--- config.mk ---
export PLATFORM = sky130hd
export DESIGN_NAME = jdc_decade_counter
export DESIGN_NICKNAME = d
export VERILOG_FILES = /design/src/rtl/jdc_pkg.sv /design/src/rtl/jdc_sync.sv /design/src/rtl/jdc_trigger.sv /design/src/rtl/jdc_ring.sv /design/src/rtl/jdc_decode.sv /design/src/rtl/jdc_decade_counter.sv
export SDC_FILE = /design/constraint.sdc
export NUM_CORES = 1
export LEC_CHECK = 0
export CAP_MARGIN = 20
export CORE_MARGIN = 2
export CORE_UTILIZATION = 40
export CTS_CLUSTER_DIAMETER = 120
export CTS_CLUSTER_SIZE = 28
export DETAILED_ROUTE_END_ITERATION = 8
export MAX_ROUTING_LAYER = met4
export PLACE_DENSITY = 0.69
export SETUP_SLACK_MARGIN = 0.15
export SLEW_MARGIN = 15
export SYNTH_ARGS = -nofsm -noshare
export SYNTH_HDL_FRONTEND = slang
export SYNTH_HIERARCHICAL = 1
export SYNTH_SLANG_ARGS = --single-unit
--- constraint.sdc ---
create_clock -name clk -period 1.18 [get_ports clk]
set_input_delay 0.354 -clock clk [delete_from_list [all_inputs] [get_ports clk]]
set_output_delay 0.354 -clock clk [all_outputs]
set_load 0.01 [all_outputs]
--- src/rtl/jdc_pkg.sv ---
package jdc_pkg;
    localparam int STAGES     = 5;
    localparam int NOUT       = 2 * STAGES;
    localparam int SYNC_DEPTH = 2;

    typedef enum logic [STAGES-1:0] {
        S0 = 5'b00000,
        S1 = 5'b00001,
        S2 = 5'b00011,
        S3 = 5'b00111,
        S4 = 5'b01111,
        S5 = 5'b11111,
        S6 = 5'b11110,
        S7 = 5'b11100,
        S8 = 5'b11000,
        S9 = 5'b10000
    } jstate_t;

    typedef enum logic [1:0] {
        TRIG_NONE,
        TRIG_CLK,
        TRIG_EN,
        TRIG_BOTH
    } trig_t;
endpackage

--- src/rtl/jdc_sync.sv ---
module jdc_sync #(
    parameter int WIDTH = 1,
    parameter int DEPTH = 2
) (
    input  logic             clk,
    input  logic [WIDTH-1:0] d,
    output logic [WIDTH-1:0] q
);
    logic [WIDTH-1:0] stg [DEPTH];

    always_ff @(posedge clk) begin
        stg[0] <= d;
    end

    for (genvar i = 1; i < DEPTH; i++) begin : g_stage
        always_ff @(posedge clk) begin
            stg[i] <= stg[i-1];
        end
    end

    assign q = stg[DEPTH-1];
endmodule

--- src/rtl/jdc_trigger.sv ---
module jdc_trigger
    import jdc_pkg::*;
(
    input  logic  clk,
    input  logic  clk_s,
    input  logic  en_n_s,
    output trig_t kind,
    output logic  advance
);
    logic clk_q;
    logic en_n_q;
    logic rise;
    logic fall;

    always_ff @(posedge clk) begin
        clk_q  <= clk_s;
        en_n_q <= en_n_s;
    end

    always_comb begin
        rise = clk_s & ~clk_q & ~en_n_s;
        fall = ~en_n_s & en_n_q & clk_s;
        unique case ({rise, fall})
            2'b10:   kind = TRIG_CLK;
            2'b01:   kind = TRIG_EN;
            2'b11:   kind = TRIG_BOTH;
            default: kind = TRIG_NONE;
        endcase
    end

    assign advance = (kind != TRIG_NONE);
endmodule

--- src/rtl/jdc_ring.sv ---
module jdc_ring
    import jdc_pkg::*;
(
    input  logic    clk,
    input  logic    rst_s,
    input  logic    advance,
    output jstate_t state
);
    jstate_t nxt;

    always_ff @(posedge clk) begin
        if (rst_s) begin
            state <= S0;
        end else if (advance) begin
            state <= nxt;
        end
    end

    always_comb begin
        unique case (state)
            S0:      nxt = S1;
            S1:      nxt = S2;
            S2:      nxt = S3;
            S3:      nxt = S4;
            S4:      nxt = S5;
            S5:      nxt = S6;
            S6:      nxt = S7;
            S7:      nxt = S8;
            S8:      nxt = S9;
            S9:      nxt = S0;
            default: nxt = S0;
        endcase
    end
endmodule

--- src/rtl/jdc_decode.sv ---
module jdc_decode #(
    parameter int STAGES = 5,
    localparam int NOUT  = 2 * STAGES
) (
    input  logic [STAGES-1:0] q,
    output logic [NOUT-1:0]   dec,
    output logic              carry
);
    assign dec[0]      = ~q[STAGES-1] & ~q[0];
    assign dec[STAGES] =  q[STAGES-1] &  q[0];

    for (genvar k = 1; k < STAGES; k++) begin : g_pair
        assign dec[k]          =  q[k-1] & ~q[k];
        assign dec[STAGES + k] = ~q[k-1] &  q[k];
    end

    assign carry = ~q[STAGES-1];
endmodule

--- src/rtl/jdc_decade_counter.sv ---
module jdc_decade_counter
    import jdc_pkg::*;
(
    input  logic            clk,
    input  logic            rst,
    input  logic            cnt_clk,
    input  logic            cnt_en_n,
    output logic [NOUT-1:0] dec_out,
    output logic            carry
);
    logic [2:0] raw_in;
    logic [2:0] sync_out;
    logic       rst_s;
    logic       clk_s;
    logic       en_n_s;
    logic       advance;
    trig_t      kind;
    jstate_t    state;

    assign raw_in = {rst, cnt_clk, cnt_en_n};
    assign {rst_s, clk_s, en_n_s} = sync_out;

    jdc_sync #(.WIDTH(3), .DEPTH(SYNC_DEPTH)) u_sync (
        .clk (clk),
        .d   (raw_in),
        .q   (sync_out)
    );

    jdc_trigger u_trig (
        .clk     (clk),
        .clk_s   (clk_s),
        .en_n_s  (en_n_s),
        .kind    (kind),
        .advance (advance)
    );

    jdc_ring u_ring (
        .clk     (clk),
        .rst_s   (rst_s),
        .advance (advance),
        .state   (state)
    );

    jdc_decode #(.STAGES(STAGES)) u_dec (
        .q     (state),
        .dec   (dec_out),
        .carry (carry)
    );
endmodule

Word level (Yosys, flattened, before mapping)
Memory sizes are Yosys's and may differ from the RTL's. A register that Yosys moved wholly into a read port is not among the register bits.
Cells that the tools add are included.
{ "totals": {"ff_bits": 2, "memories": 2, "mem_bits_rw": 6, "wordCells": 30, "output_inout_bits": 11, "romBits": 160, "latch_bits": 0, "in_bits": 4} }
{ "classes": {"n_mux": 1, "bitwise": 21, "n_eq_ne": 3, "n_lt_le_gt_ge": 0, "mul": 0, "n_shift": 0, "div": 0, "n_reduce_logical": 1, "add_sub_neg": 0} }
{ "memory_table": {"columns": ["memory", "depth", "width", "rd", "rd_ports_with_merged_regs", "write_ports", "line", "source"], "rows": [
  ["(no name shown)", 32, 5, 1, 1, 0, "jdc_ring.sv:20", "unique case (state)"],
  ["u_sync.stg", 2, 3, 2, 0, 2, "jdc_sync.sv:9", "logic [WIDTH-1:0] stg [DEPTH];"]
]} }
{ "op_table": {"columns": ["cell", "count"], "rows": [
  ["1-bit bitwise AND", 14],
  ["1-bit NOT", 7],
  ["2-bit case mux with 3 select lines", 1],
  ["2-bit == test, second input constant", 2],
  ["2-bit by 1-bit == test with 1-bit output, second input constant", 1],
  ["2-bit nonzero test", 1]
]} }

Depth between registers and ports, before layout
{ "logic_depth": {"ltp_word": 6, "mapped_depth": 7, "mapped_depth_nobuf": 5} }

By module
Netlist, hierarchy kept.
{ "modules_own_cells": {"columns": ["mod", "area_each_um2", "cells_per_inst", "n_inst"], "rows": [
  ["jdc_ring", 295.3, 32, 1],
  ["jdc_sync", 142.6, 9, 1],
  ["jdc_trigger", 73.8, 7, 1],
  ["jdc_decode", 68.8, 11, 1]
]} }

Worst setup path before layout
Ideal clock, no wire load.
{ "synth_path": {"path_kind": "reg2reg", "from": "mem u_sync.stg[1][0] (netlist: u_sync/stg[0][3])", "to": "reg u_ring.state[2]", "setup_slack_ns": 0.028, "required_time_ns": 1.093, "arrival_ns": 1.065, "path_stages_with_launch": 7, "setup_time_ns": 0.087, "path_cell_list": "dfxtp_1 buf_4 nand2b_4 a21oi_2 buf_6 or3b_1 o31ai_1"} }
{ "synth_lines": {"columns": ["element", "line", "source"], "rows": [
  ["start: declaration", "jdc_sync.sv:9", null],
  ["end: declaration", "jdc_ring.sv:7", "output jstate_t state"]
]} }

Worst setup path after layout
{ "layout_path": {"from": "reg u_ring.state[3]", "to": "out dec_out[3]"} }
{ "layout_via": {"elab_chain_cells": 2} }
{ "layout_rtl": {"columns": ["element", "line", "source"], "rows": [
  ["1-bit NOT", "jdc_decode.sv:13", "assign dec[k] = q[k-1] & ~q[k];"],
  ["1-bit bitwise AND", "jdc_decode.sv:13", null],
  ["end: declaration", "jdc_decade_counter.sv:8", "output logic [NOUT-1:0] dec_out,"]
]} }
Every way passes these cells.

==> results.txt <==
The run finished, with violations left. The checks that failed: setup timing. TritonCTS built the clock tree. The initial antenna violation count is 0. Setup repair after global routing could not meet its margin everywhere. For this run, the slowest stage of the critical path takes 0.37 ns.

The detailed-router iteration count before antenna repair is 4. The path type of the worst min-delay path is reg -> reg. Each instance of the synthesized netlist takes up on average 10.05 µm². The number of global-route vias before repair is 418. The die is 41.85 µm tall.

The clock sink count came out at 13. The synthesized instance count is 57. Including well taps, the total number of placed cells is 87.

The number of top-level pins came out at 15. The wire length of the first global-routing pass is between 1.5 and 2 mm. The critical path is of the reg -> out type.

The final design utilization came out at 66.67%. The total global-route track usage is about 15%. The total number of nets in the final design is 86. In the routed design, unresolved DRC markers number 0.

After detailed routing, the average wire length per cell comes to 12.67 µm. The sum of routed wire length over all layers came out at 1.216 mm. The minimum clock period came out at 1.324 ns. The final hold violation count came out at 0. Of the cells placed in the final design, the portion with a size suffix greater than 1 is about three fifths. The routed layout has 485 vias.

Clock-pin slew was measured on the worst setup and hold paths at 0.08 ns. The yosys synthesis warning count is 6. The critical path's slowest cell is dfxtp_4. The max-slew headroom at the worst pin came out at 83.59%. The reported max-cap violation count is 0. The number of DRC markers in iteration 0 is 4. The starting density of the core is a little over two fifths. The setup TNS after final layout came out at -0.7894 ns. The critical path goes through and2b_2, buf_6. The cell area after synthesis came out at 573.1 µm². After detailed routing, the number of vias per cell comes to 5.052. The pin count of the biggest net entering global routing is 9. The floorplan step defined a die boundary enclosing 1751 µm². The library cell used most frequently in the layout, excluding fill and tap cells, is buf_6.

After routing the design area is 878.3 µm². The insertion delay to the later sink of the worst-skew pair came out at 0.27 ns. The sum of net half-perimeters after detailed placement came out at 668.8 µm.

Global routing finished with a remaining overflow of 0. The count of nets left with antenna violations after detail routing came out at 0. In the layout the commonest cells are buf_6, buf_4, dfxtp_1, dfxtp_4, nor2b_4. The worst clock skew is around 0.0080 ns.

Broken down by cell family, the worst path's largest delay share belongs to flip-flops. The peak fanout along the critical path came out at 5. The number of buffers created by CTS is 3. The final count of pins violating max slew was 0. At the end of routability-driven placement, the weighted congestion stood at ~0.84. For the worst setup path, the data required time is slightly above 0.8 ns. The worst slack after detailed placement came out at -0.2531 ns. The final critical path takes up 112.2% of the cycle. The initialized floorplan defines 13 standard-cell rows. Setup slack on the critical path of the routed design comes to -0.1445 ns.

The worst setup path is captured at an output port. The synthesized net count came out at 61. The die is approximately 42 µm wide.

In this run the tool buffered the top-level ports with 14 buffer cells. The number of buffer and inverter instances along the worst setup path is 1. CTS built an H-tree with a depth of 1. The actual slew at the worst max-slew pin came out at 0.2459 ns. The placed instances occupy a cell area of between 700 and 800 µm². The analysis attributes to cell leakage a power of about 0.00038 µW. The worst-case IR drop observed on VDD is ~0.95 mV. The number of cells in the finished layout apart from fillers is 96. The number of diodes came out at 0. The relative area change from synthesis to final layout came out at 53.27%. The signal arrival time at the worst endpoint is 0.97 ns.

The final-report setup violation count came out at 10. Dividing total power by cell area gives a power density of a little under 1000 nW/µm². After floorplanning, the core was sized to cover 1318 µm². STA classifies the critical path startpoint as a register. The clock tree root driver cell is clkbuf_4. The number of buffers on the longest clock path is 2. The highest clock rate came out at 755.0 MHz.
## per-layer routing
layer / vias up / GRT usage [%] / wire length (µm)
li1: 240 / - / -
met1: 222 / 17.96 / 529
met2: 23 / 22.50 / 608
met3: 0 / 5.652 / 78
met4: 0 / 3.226 / 0
met5: - / - / 0
## path summary, 6_finish.rpt
| check | startpoint | endpoint | slack (ns) | cells after the start |
|---|---|---|---|---|
| worst max-delay path | u_ring/state[3]$_SDFFE_PP0P_ | dec_out[3] | -0.14 | 2 |
| worst max register to register | u_sync/stg[0][3]$_DFF_P_ | u_ring/state[1]$_SDFFE_PP0P_ | 0.09 | 5 |
| worst min-delay path | u_sync/stg[0][0]$_DFF_P_ | u_sync/stg[0][3]$_DFF_P_ | 0.33 | 0 |
| worst min register to register | u_sync/stg[0][0]$_DFF_P_ | u_sync/stg[0][3]$_DFF_P_ | 0.33 | 0 |
## sequential cells by signal, indices dropped and copies added, names as in the netlist
register,cells
u_trig/clk_q,1
u_ring/state,5
u_sync/stg,6
u_trig/en_n_q,1
## worst register-to-register path: cells and delay by family (launching register included)
kind	cells	cell delay, ns
AND/OR/NAND/NOR	2	0.30
AO/OA/AOI/OAI	3	0.39
flip-flops	1	0.32
## what timing repair did
item | 4_1_cts | 5_1_grt
gates resized for setup | 62 | 16
pin swaps | 0 | 4
setup buffers | 1 | 3
hold buffers | 0 | 0
gates cloned | 1 | 0
setup endpoints to repair | 16 | 16
## stage by stage
step	total power, µW	hold WS [ns]
detailed placement	584.9	0.3138
global placement	583.3	0.3100
global route	910.0	0.3334
finish	862.3	0.3267
floorplan	548.0	0.3096
CTS	840.2	0.3287
## power by group
group          total, µW  internal [µW]  switching [µW]
Sequential           473            453            20.1
Clock                256            131             126
Combinational        133           77.3            56.0
Total                862            660             202
## final cells by class
| type | count | area (µm²) |
|---|---|---|
| multi-input cells | 36 | 316.6 |
| well taps | 15 | 18.77 |
| flip-flops and latches | 13 | 280.3 |
| repair buffers | 24 | 221.5 |
| inverters | 4 | 15.01 |
| fillers | 118 | 439.2 |
| clock buffers | 4 | 26.28 |
(Power assumes the default switching activity.)
